$ cat config.mk
export PLATFORM = sky130hd
export DESIGN_NAME = flash_cmd_seq
export DESIGN_NICKNAME = d
export VERILOG_FILES = /design/src/rtl/flash_seq_pkg.sv /design/src/rtl/fsq_decode.sv /design/src/rtl/fsq_shifter.sv /design/src/rtl/flash_cmd_seq.sv
export SDC_FILE = /design/constraint.sdc
export NUM_CORES = 1
export LEC_CHECK = 0
export ABC_AREA = 1
export BUFFER_PORTS_ARGS = -buffer_cell sky130_fd_sc_hd__buf_2
export CAP_MARGIN = 20
export CORE_UTILIZATION = 60
export CTS_CLUSTER_DIAMETER = 100
export DETAILED_ROUTE_END_ITERATION = 8
export GPL_ROUTABILITY_DRIVEN = 1
export PLACE_DENSITY = 0.86
export SLEW_MARGIN = 20
export SYNTH_ARGS = -nofsm -noshare
export SYNTH_HDL_FRONTEND = slang
export SYNTH_SLANG_ARGS = --single-unit
$ cat constraint.sdc
create_clock -name clk -period 3.6 [get_ports clk]
set_input_delay 0.72 -clock clk [delete_from_list [all_inputs] [get_ports clk]]
set_output_delay 0.72 -clock clk [all_outputs]
set_load 0.1 [all_outputs]
$ cat src/rtl/flash_seq_pkg.sv
package flash_seq_pkg;

  typedef enum logic [3:0] {
    OP_READ   = 4'd0,
    OP_FREAD  = 4'd1,
    OP_SERASE = 4'd2,
    OP_BERASE = 4'd3,
    OP_CERASE = 4'd4,
    OP_PROG   = 4'd5,
    OP_RSTAT  = 4'd6,
    OP_RID    = 4'd7,
    OP_WSTAT  = 4'd8
  } op_e;

  typedef enum logic [1:0] {
    FR_PRE  = 2'd0,
    FR_MAIN = 2'd1,
    FR_POLL = 2'd2
  } frame_e;

  typedef enum logic [2:0] {
    S_IDLE = 3'd0,
    S_GAP  = 3'd1,
    S_TX   = 3'd2,
    S_RX   = 3'd3,
    S_HOLD = 3'd4
  } state_e;

  localparam logic [7:0] CODE_WEN   = 8'h06;
  localparam logic [7:0] CODE_SWEN  = 8'h50;
  localparam logic [7:0] CODE_STAT  = 8'h05;
  localparam logic [7:0] CODE_DUMMY = 8'h00;

  typedef struct packed {
    logic       valid;
    logic [7:0] opcode;
    logic       need_pre;
    logic [7:0] pre_code;
    logic       has_addr;
    logic       has_extra;
    logic       extra_dummy;
    logic [1:0] rx_fixed;
    logic       rx_use_len;
    logic       need_poll;
    logic       slow;
  } dec_t;

endpackage

$ cat src/rtl/fsq_decode.sv
module fsq_decode
  import flash_seq_pkg::*;
(
  input  logic [3:0] op,
  output dec_t       dec
);

  always_comb begin
    dec       = '0;
    dec.valid = 1'b1;
    case (op)
      OP_READ: begin
        dec.opcode = 8'h03; dec.has_addr = 1'b1;
        dec.rx_use_len = 1'b1; dec.slow = 1'b1;
      end
      OP_FREAD: begin
        dec.opcode = 8'h0B; dec.has_addr = 1'b1; dec.has_extra = 1'b1;
        dec.extra_dummy = 1'b1; dec.rx_use_len = 1'b1;
      end
      OP_SERASE: begin
        dec.opcode = 8'h20; dec.has_addr = 1'b1;
        dec.need_pre = 1'b1; dec.pre_code = CODE_WEN; dec.need_poll = 1'b1;
      end
      OP_BERASE: begin
        dec.opcode = 8'hD8; dec.has_addr = 1'b1;
        dec.need_pre = 1'b1; dec.pre_code = CODE_WEN; dec.need_poll = 1'b1;
      end
      OP_CERASE: begin
        dec.opcode = 8'h60;
        dec.need_pre = 1'b1; dec.pre_code = CODE_WEN; dec.need_poll = 1'b1;
      end
      OP_PROG: begin
        dec.opcode = 8'h02; dec.has_addr = 1'b1; dec.has_extra = 1'b1;
        dec.need_pre = 1'b1; dec.pre_code = CODE_WEN; dec.need_poll = 1'b1;
      end
      OP_RSTAT: begin
        dec.opcode = CODE_STAT; dec.rx_fixed = 2'd1;
      end
      OP_RID: begin
        dec.opcode = 8'h9F; dec.rx_fixed = 2'd3;
      end
      OP_WSTAT: begin
        dec.opcode = 8'h01; dec.has_extra = 1'b1;
        dec.need_pre = 1'b1; dec.pre_code = CODE_SWEN;
      end
      default: dec.valid = 1'b0;
    endcase
  end

endmodule

$ cat src/rtl/fsq_shifter.sv
module fsq_shifter #(
  parameter int DIV_W = 8
) (
  input  logic             clk,
  input  logic             rst,
  input  logic             start,
  input  logic [7:0]       tx_byte,
  input  logic [DIV_W-1:0] half,
  input  logic             miso,
  output logic             busy,
  output logic             sck,
  output logic             mosi,
  output logic [7:0]       rx_byte,
  output logic             byte_done
);

  logic [7:0]       sh_q;
  logic [2:0]       bit_q;
  logic [DIV_W-1:0] cnt_q;
  logic [DIV_W-1:0] half_q;

  always_ff @(posedge clk) begin
    if (rst) begin
      busy      <= 1'b0;
      sck       <= 1'b0;
      mosi      <= 1'b0;
      rx_byte   <= '0;
      byte_done <= 1'b0;
      sh_q      <= '0;
      bit_q     <= '0;
      cnt_q     <= '0;
      half_q    <= DIV_W'(1);
    end else begin
      byte_done <= 1'b0;
      if (!busy) begin
        if (start) begin
          busy   <= 1'b1;
          sh_q   <= tx_byte;
          mosi   <= tx_byte[7];
          bit_q  <= '0;
          cnt_q  <= '0;
          half_q <= half;
        end
      end else if (cnt_q == half_q - DIV_W'(1)) begin
        cnt_q <= '0;
        if (!sck) begin
          sck     <= 1'b1;
          rx_byte <= {rx_byte[6:0], miso};
        end else begin
          sck <= 1'b0;
          if (bit_q == 3'd7) begin
            busy      <= 1'b0;
            byte_done <= 1'b1;
          end else begin
            bit_q <= bit_q + 3'd1;
            mosi  <= sh_q[6];
            sh_q  <= {sh_q[6:0], 1'b0};
          end
        end
      end else begin
        cnt_q <= cnt_q + DIV_W'(1);
      end
    end
  end

  // serial clock rests low outside a byte
  assert_sck_rest_low_R2: assert property (@(posedge clk) disable iff (rst)
    !busy |-> !sck);

  // data line holds while the clock is high
  assert_mosi_hold_R2: assert property (@(posedge clk) disable iff (rst)
    (sck && $past(sck)) |-> $stable(mosi));

endmodule

$ cat src/rtl/flash_cmd_seq.sv
module flash_cmd_seq
  import flash_seq_pkg::*;
#(
  parameter int DIV_W      = 8,
  parameter int DIV_SLOW   = 4,
  parameter int DIV_FAST   = 2,
  parameter int CS_GAP     = 4,
  parameter int POLL_LIMIT = 1000,
  parameter int LEN_W      = 16
) (
  input  logic             clk,
  input  logic             rst,
  input  logic             cmd_valid,
  output logic             cmd_ready,
  input  logic [3:0]       cmd_op,
  input  logic [23:0]      cmd_addr,
  input  logic [7:0]       cmd_wdata,
  input  logic [LEN_W-1:0] cmd_len,
  output logic [7:0]       rd_data,
  output logic             rd_valid,
  input  logic             rd_ready,
  output logic             done,
  output logic             err,
  output logic             spi_sck,
  output logic             spi_cs_n,
  output logic             spi_mosi,
  input  logic             spi_miso
);

  localparam int GAP_W  = $clog2(CS_GAP + 1);
  localparam int POLL_W = $clog2(POLL_LIMIT + 1);

  state_e           state_q;
  frame_e           frame_q;
  logic             fin_q;
  logic [3:0]       op_q;
  logic [23:0]      addr_q;
  logic [7:0]       wdata_q;
  logic [LEN_W-1:0] len_q;
  logic [2:0]       idx_q;
  logic [LEN_W-1:0] rx_left_q;
  logic [POLL_W-1:0] poll_q;
  logic [GAP_W-1:0] gap_q;
  logic             sh_start_q;
  logic [7:0]       sh_tx_q;

  logic             sh_busy;
  logic [7:0]       sh_rx;
  logic             sh_done;

  dec_t             dec;
  logic [3:0]       dec_op;
  logic [7:0]       arr [8];
  logic [2:0]       ntx;
  logic [LEN_W-1:0] nrx;
  logic [DIV_W-1:0] half;
  logic [7:0]       extra;
  logic             last_tx;
  logic             end_now;

  assign dec_op = (state_q == S_IDLE) ? cmd_op : op_q;

  fsq_decode u_dec (
    .op  (dec_op),
    .dec (dec)
  );

  fsq_shifter #(.DIV_W(DIV_W)) u_sh (
    .clk       (clk),
    .rst       (rst),
    .start     (sh_start_q),
    .tx_byte   (sh_tx_q),
    .half      (half),
    .miso      (spi_miso),
    .busy      (sh_busy),
    .sck       (spi_sck),
    .mosi      (spi_mosi),
    .rx_byte   (sh_rx),
    .byte_done (sh_done)
  );

  // Frame contents selected by frame kind
  always_comb begin
    extra = dec.extra_dummy ? CODE_DUMMY : wdata_q;
    for (int i = 0; i < 8; i++) arr[i] = 8'h00;
    ntx  = 3'd1;
    nrx  = '0;
    half = DIV_W'(DIV_FAST);
    case (frame_q)
      FR_PRE: arr[0] = dec.pre_code;
      FR_POLL: begin
        arr[0] = CODE_STAT;
        nrx    = LEN_W'(1);
      end
      default: begin
        arr[0] = dec.opcode;
        if (dec.has_addr) begin
          arr[1] = addr_q[23:16];
          arr[2] = addr_q[15:8];
          arr[3] = addr_q[7:0];
          arr[4] = extra;
        end else begin
          arr[1] = extra;
        end
        ntx = 3'd1 + (dec.has_addr ? 3'd3 : 3'd0) + (dec.has_extra ? 3'd1 : 3'd0);
        nrx = dec.rx_use_len ? len_q : LEN_W'(dec.rx_fixed);
        if (dec.slow) half = DIV_W'(DIV_SLOW);
      end
    endcase
  end

  assign last_tx = (idx_q + 3'd1) >= ntx;
  assign end_now = (state_q == S_TX && sh_done && last_tx && nrx == '0) ||
                   (state_q == S_RX && sh_done && frame_q == FR_POLL) ||
                   (state_q == S_HOLD && rd_ready && rx_left_q == '0);

  assign cmd_ready = (state_q == S_IDLE);

  always_ff @(posedge clk) begin
    if (rst) begin
      state_q    <= S_IDLE;
      frame_q    <= FR_MAIN;
      fin_q      <= 1'b0;
      err        <= 1'b0;
      done       <= 1'b0;
      op_q       <= '0;
      addr_q     <= '0;
      wdata_q    <= '0;
      len_q      <= '0;
      idx_q      <= '0;
      rx_left_q  <= '0;
      poll_q     <= '0;
      gap_q      <= '0;
      spi_cs_n   <= 1'b1;
      sh_start_q <= 1'b0;
      sh_tx_q    <= '0;
      rd_data    <= '0;
      rd_valid   <= 1'b0;
    end else begin
      sh_start_q <= 1'b0;
      done       <= 1'b0;
      case (state_q)
        S_IDLE: if (cmd_valid) begin
          op_q    <= cmd_op;
          addr_q  <= cmd_addr;
          wdata_q <= cmd_wdata;
          len_q   <= cmd_len;
          poll_q  <= '0;
          gap_q   <= '0;
          fin_q   <= !dec.valid;
          err     <= !dec.valid;
          frame_q <= dec.need_pre ? FR_PRE : FR_MAIN;
          state_q <= S_GAP;
        end
        S_GAP: begin
          if (gap_q >= GAP_W'(CS_GAP - 1)) begin
            if (fin_q) begin
              done    <= 1'b1;
              state_q <= S_IDLE;
            end else begin
              spi_cs_n   <= 1'b0;
              idx_q      <= '0;
              rx_left_q  <= nrx;
              sh_start_q <= 1'b1;
              sh_tx_q    <= arr[0];
              state_q    <= S_TX;
            end
          end else begin
            gap_q <= gap_q + GAP_W'(1);
          end
        end
        S_TX: if (sh_done) begin
          if (!last_tx) begin
            idx_q      <= idx_q + 3'd1;
            sh_start_q <= 1'b1;
            sh_tx_q    <= arr[idx_q + 3'd1];
          end else if (nrx != '0) begin
            sh_start_q <= 1'b1;
            sh_tx_q    <= CODE_DUMMY;
            state_q    <= S_RX;
          end
        end
        S_RX: if (sh_done) begin
          rx_left_q <= rx_left_q - LEN_W'(1);
          if (frame_q != FR_POLL) begin
            rd_data  <= sh_rx;
            rd_valid <= 1'b1;
            state_q  <= S_HOLD;
          end
        end
        S_HOLD: if (rd_ready) begin
          rd_valid <= 1'b0;
          if (rx_left_q != '0) begin
            sh_start_q <= 1'b1;
            sh_tx_q    <= CODE_DUMMY;
            state_q    <= S_RX;
          end
        end
        default: state_q <= S_IDLE;
      endcase

      if (end_now) begin
        spi_cs_n <= 1'b1;
        gap_q    <= '0;
        state_q  <= S_GAP;
        case (frame_q)
          FR_PRE: frame_q <= FR_MAIN;
          FR_MAIN: begin
            if (dec.need_poll) frame_q <= FR_POLL;
            else fin_q <= 1'b1;
          end
          default: begin
            if (!sh_rx[0]) begin
              fin_q <= 1'b1;
            end else if (poll_q == POLL_W'(POLL_LIMIT - 1)) begin
              fin_q <= 1'b1;
              err   <= 1'b1;
            end else begin
              poll_q <= poll_q + POLL_W'(1);
            end
          end
        endcase
      end
    end
  end

  // Independent run-length of chip-enable high time
  logic [GAP_W-1:0] hi_run_q;
  always_ff @(posedge clk) begin
    if (rst) hi_run_q <= '0;
    else if (!spi_cs_n) hi_run_q <= '0;
    else if (hi_run_q < GAP_W'(CS_GAP)) hi_run_q <= hi_run_q + GAP_W'(1);
  end

  assert_gap_met_R11: assert property (@(posedge clk) disable iff (rst)
    $fell(spi_cs_n) |-> hi_run_q >= GAP_W'(CS_GAP));

  assert_sck_low_deselected_R2: assert property (@(posedge clk) disable iff (rst)
    spi_cs_n |-> !spi_sck);

  assert_take_drops_ready_R12: assert property (@(posedge clk) disable iff (rst)
    (cmd_valid && cmd_ready) |=> !cmd_ready);

  assert_stream_hold_R7: assert property (@(posedge clk) disable iff (rst)
    (rd_valid && !rd_ready) |=> (rd_valid && $stable(rd_data)));

  assert_done_single_R9: assert property (@(posedge clk) disable iff (rst)
    done |=> !done);

  assert_poll_bound_R10: assert property (@(posedge clk) disable iff (rst)
    poll_q < POLL_W'(POLL_LIMIT));

  assert_no_byte_idle_R1: assert property (@(posedge clk) disable iff (rst)
    (cmd_ready && !cmd_valid) |=> !sh_busy);

endmodule

==> results.txt <==
Setup repair after global routing left no endpoint under its margin. Ranked by total cell area, the synthesized netlist is headed by sky130_fd_sc_hd__dfxtp_1 38%, sky130_fd_sc_hd__o21ai_0 10%, sky130_fd_sc_hd__nand2_1 9.6%. The clock-pin slew on the worst setup and hold paths is roughly 60 ps. The number of nets at the end of the flow came out at between 1000 and 1500. Each instance of the synthesized netlist takes up on average slightly below 7 µm². The placed instance count is about 1300. TritonCTS built the clock tree. Across all layers, the routed design uses approximately 7800 vias.

For this design the total switching power over the nets is between 3 and 4 mW. The ratio of final minimum period to clock period came out at 0.9327. Between clock sinks in the finished design, the worst skew comes to 13.55 ps. The maximum vdd ir drop is 0.0004720 V. The overflow left after global routing came out at 0.

The area of the mapped netlist is roughly 7600 µm². The number of global-route vias before repair came out at between 7000 and 8000. The total nets after synthesis is around 1200. The dominant register cell in the synthesized netlist is sky130_fd_sc_hd__dfxtp_1. Across the run, the number of max-cap violations was 0.

The total of endpoints with negative setup slack in the final report is 0. In the routed design, unresolved DRC markers number 0. The total CTS buffers came out at 17. The non-filler instance count after layout is 1381.

The critical path goes through nor2_8, nand2_8, inv_2, nand2_2, nand2_4, nor2_2, nand3_1, nand2_1, ha_1, or2_4, ha_4, nor2_2, o21bai_1, a21oi_2, inv_1, nand3_1, inv_1, nand3_2, nand2_2, nor2_4, clkbuf_16, nand2_1, a21oi_1. The pin count of the biggest net entering global routing is between 60 and 70. The required arrival time at the worst endpoint is around 4000 ps.

The worst setup path is launched from a flop. The all-layer global routing usage is 0.3091. The largest stage delay on the critical path came out at ~370 ps. The count of nets left with antenna violations once routing finished came out at 0. The area share of the largest cell type after synthesis came out at 0.3774. The post-route core utilization is 0.7245. The width of the die is about 110 µm. The final-layout setup total negative slack came out at 0 ps. The final weighted congestion in routability-driven placement came out at ~1. The share of cell area taken by muxes after synthesis is 0. The leakage power is 3.757 nW. The fraction of layout cells with a size suffix above 1 came out at 0.1434. Of the total synthesized cell area, the portion taken by full adders, half adders and majority gates is 0.02293. The number of hold-slack violations in the final timing report came out at 0. The share of flip-flops with an asynchronous set or reset after synthesis is 0. Yosys printed 0 warnings.

The floorplan step defined a die boundary enclosing 13190 µm². The port buffer count is 71. The count of distinct cell types in the synthesized netlist is between 40 and 50. The first routing iteration left around 660 violations. The per-cell via count in the routed design is 5.676. The areal power density over the cells came out at 856.8 nW/µm².

The register area share after synthesis came out at 0.3774. Counting along the longest clock path gives a buffer depth of 2. The internal portion of the total power is 4.109 mW. The maximum clock rate came out at a little under 0.3 GHz.

The largest total area in the synthesized netlist belongs to sky130_fd_sc_hd__dfxtp_1. The number of inserted diodes is 0. The mean routed wirelength per cell came out at roughly 14 µm. Of the total synthesized cell area, the portion taken by AND, OR, NAND and NOR gates is 0.2640. The global-route wire length before repair came out at 32650 µm. The signed area change from the synthesized netlist to the final layout is 15.82%.

The routed wire length is between 15000 and 20000 µm. The share of total power dissipated in the clock network is 0.229. The total count of max-transition violations in the final report is 0. The run finished with clean final reports. The insertion delay to the later sink of the worst-skew pair is around 430 ps. The first detailed-routing pass took 9 iterations. Leaving out fill and tap cells, the most frequent cell in the layout is sky130_fd_sc_hd__nand2_1. The synthesis-stage register bit count is between 100 and 150. The die is approximately 110 µm tall. The xor and xnor area share after synthesis is 0.01376. On the critical path, the stage with the largest delay is an instance of sky130_fd_sc_hd__dfxtp_4. At the pin with the least slew margin, the transition time is just under 1000 ps. The post-route minimum period came out at around 3400 ps. Final hold analysis gives a worst-case slack of roughly 450 ps.

The proportion of power drawn by combinational gates came out at 0.481. The worst setup path category is reg2reg. The synthesized design contains 0 enable-type register cells. Of the total power, the share spent switching nets is 0.4579. The kind of cell with the highest combined delay on the critical path is simple AND/OR/NAND/NOR gates. The worst setup path is captured at a flop. By area, the combinational part of the netlist is dominated by simple AND/OR/NAND/NOR gates. The count of mapped cells out of synthesis is ~1100. The area fraction in compound gates after synthesis is 0.2296. The H-tree depth came out at 4. Headroom to the max-slew limit came out at 0.3355.

After floorplanning, the core was sized to cover about 12000 µm². The starting utilization of the core area is 0.6255. The number of antenna violations at the first check in global routing is 0.

The count of standard-cell rows is 40. The combined buffer and inverter count along the critical path is 4. In this run the clock root is driven by a sky130_fd_sc_hd__clkbuf_16. Of all nets on the critical path, the largest fanout is 9. The HPWL after detailed placement is around 13000 µm. The data arrival time of the critical path came out at 3710 ps. The library cells used most frequently in the layout, excluding fill and tap cells, are 194 x sky130_fd_sc_hd__nand2_1, 160 x sky130_fd_sc_hd__o21ai_0, 142 x sky130_fd_sc_hd__dfxtp_1. The overall power consumption is approximately 7.6 mW. Clock tree synthesis found a total of ~140 sinks. During I/O placement, the number of pins put on the boundary was between 70 and 80. The fraction of power consumed by sequential logic is 0.290. The worst min-delay path category is reg2reg.
## cell usage after synthesis, drive strengths merged, types with 3 or more instances
master and count:
a22oi 3, o2111ai 4, clkbuf 36, dfxtp 144
o211ai 17, nand4 12, a21oi 114, nand2 207
nor2 150, a31oi 9, nand3 63, a211oi 3
xnor2 5, buf 15, nand3b 6, inv 129
o21ai 164, xor2 7, or2 3, a221oi 4
ha 14, nor3 17
## cell families (layout without fill, tap and decap cells)
| kind of cell | count (synthesis) | in the layout |
|---|---|---|
| fa+ha+maj | 14 | 14 |
| simple gates | 460 | 460 |
| xor+xnor | 12 | 12 |
| buf+inv | 181 | 258 |
| compound gates | 325 | 325 |
| flops | 144 | 144 |
## metal layers
metal | track usage | wire length (µm) | vias to the layer above
li1 | - | - | 3911
met1 | 0.3888 | 8397 | 3606
met2 | 0.5196 | 9399 | 277
met3 | 0.06537 | 1249 | 44
met4 | 0.1212 | 426 | 0
met5 | 0 | 0 | -
## worst reg2reg max path: cells and delay by family (launching register included)
kind | cells | cell delay, ps
fa+ha+maj | 2 | 550
flops | 1 | 370
compound gates | 3 | 420
buf+inv | 4 | 390
simple gates | 14 | 1570
## state kept, by name, summed over array words and instances (netlist names), 2 cells and up
name,cells
state_q,3
frame_q,2
u_sh.sh_q,7
u_sh.half_q,3
addr_q,24
len_q,16
wdata_q,8
rd_data,8
op_q,4
idx_q,3
poll_q,10
u_sh.cnt_q,8
u_sh.bit_q,3
rx_left_q,16
sh_tx_q,8
u_sh.rx_byte,8
gap_q,3
## stage by stage
stage	setup slack, ps	instance area [µm²]
6_report	242.4	8847
5_1_grt	28.38	8847
3_3_place_gp	131.6	8143
2_1_floorplan	75.26	7639
4_1_cts	128.0	8726
3_5_place_dp	40.17	8143
## area by class of cell
class,instances,area (µm²)
Clock buffer,21,450.4
Tap cell,168,210.2
Timing Repair Buffer,96,585.6
Multi-Input combinational cell,811,4093
Sequential cell,144,2888
Clock inverter,11,132.6
Inverter,130,488.0
Fill cell,1015,3364
## power groups by stage
stage                     clock, mW  sequential [mW]  combinational, mW
final                          1.74             2.20               3.64
after global placement            0             2.21               3.31
after CTS                      1.75             2.19               3.43
after global routing           1.81             2.24               4.07
after floorplan                   0             2.41               2.40
after detailed placement          0             2.22               3.36
## repair_timing
item / CTS / global route
endpoints found under the setup margin: 0 / 31
buffers inserted: 0 / 7
hold buffers: 0 / 0
resized for setup: 0 / 13
## worst paths after layout
path	from	to	slack, ps	cells after the start
max	state_q[0]$_SDFFE_PP0P_	poll_q[8]$_SDFF_PP0_	240	23
min	u_sh.rx_byte[7]$_SDFFE_PP0P_	rd_data[7]$_SDFFE_PP0P_	450	2
max reg2reg	state_q[0]$_SDFFE_PP0P_	poll_q[8]$_SDFF_PP0_	240	23
min reg2reg	u_sh.rx_byte[7]$_SDFFE_PP0P_	rd_data[7]$_SDFFE_PP0P_	450	2
(Power assumes the default switching activity.)
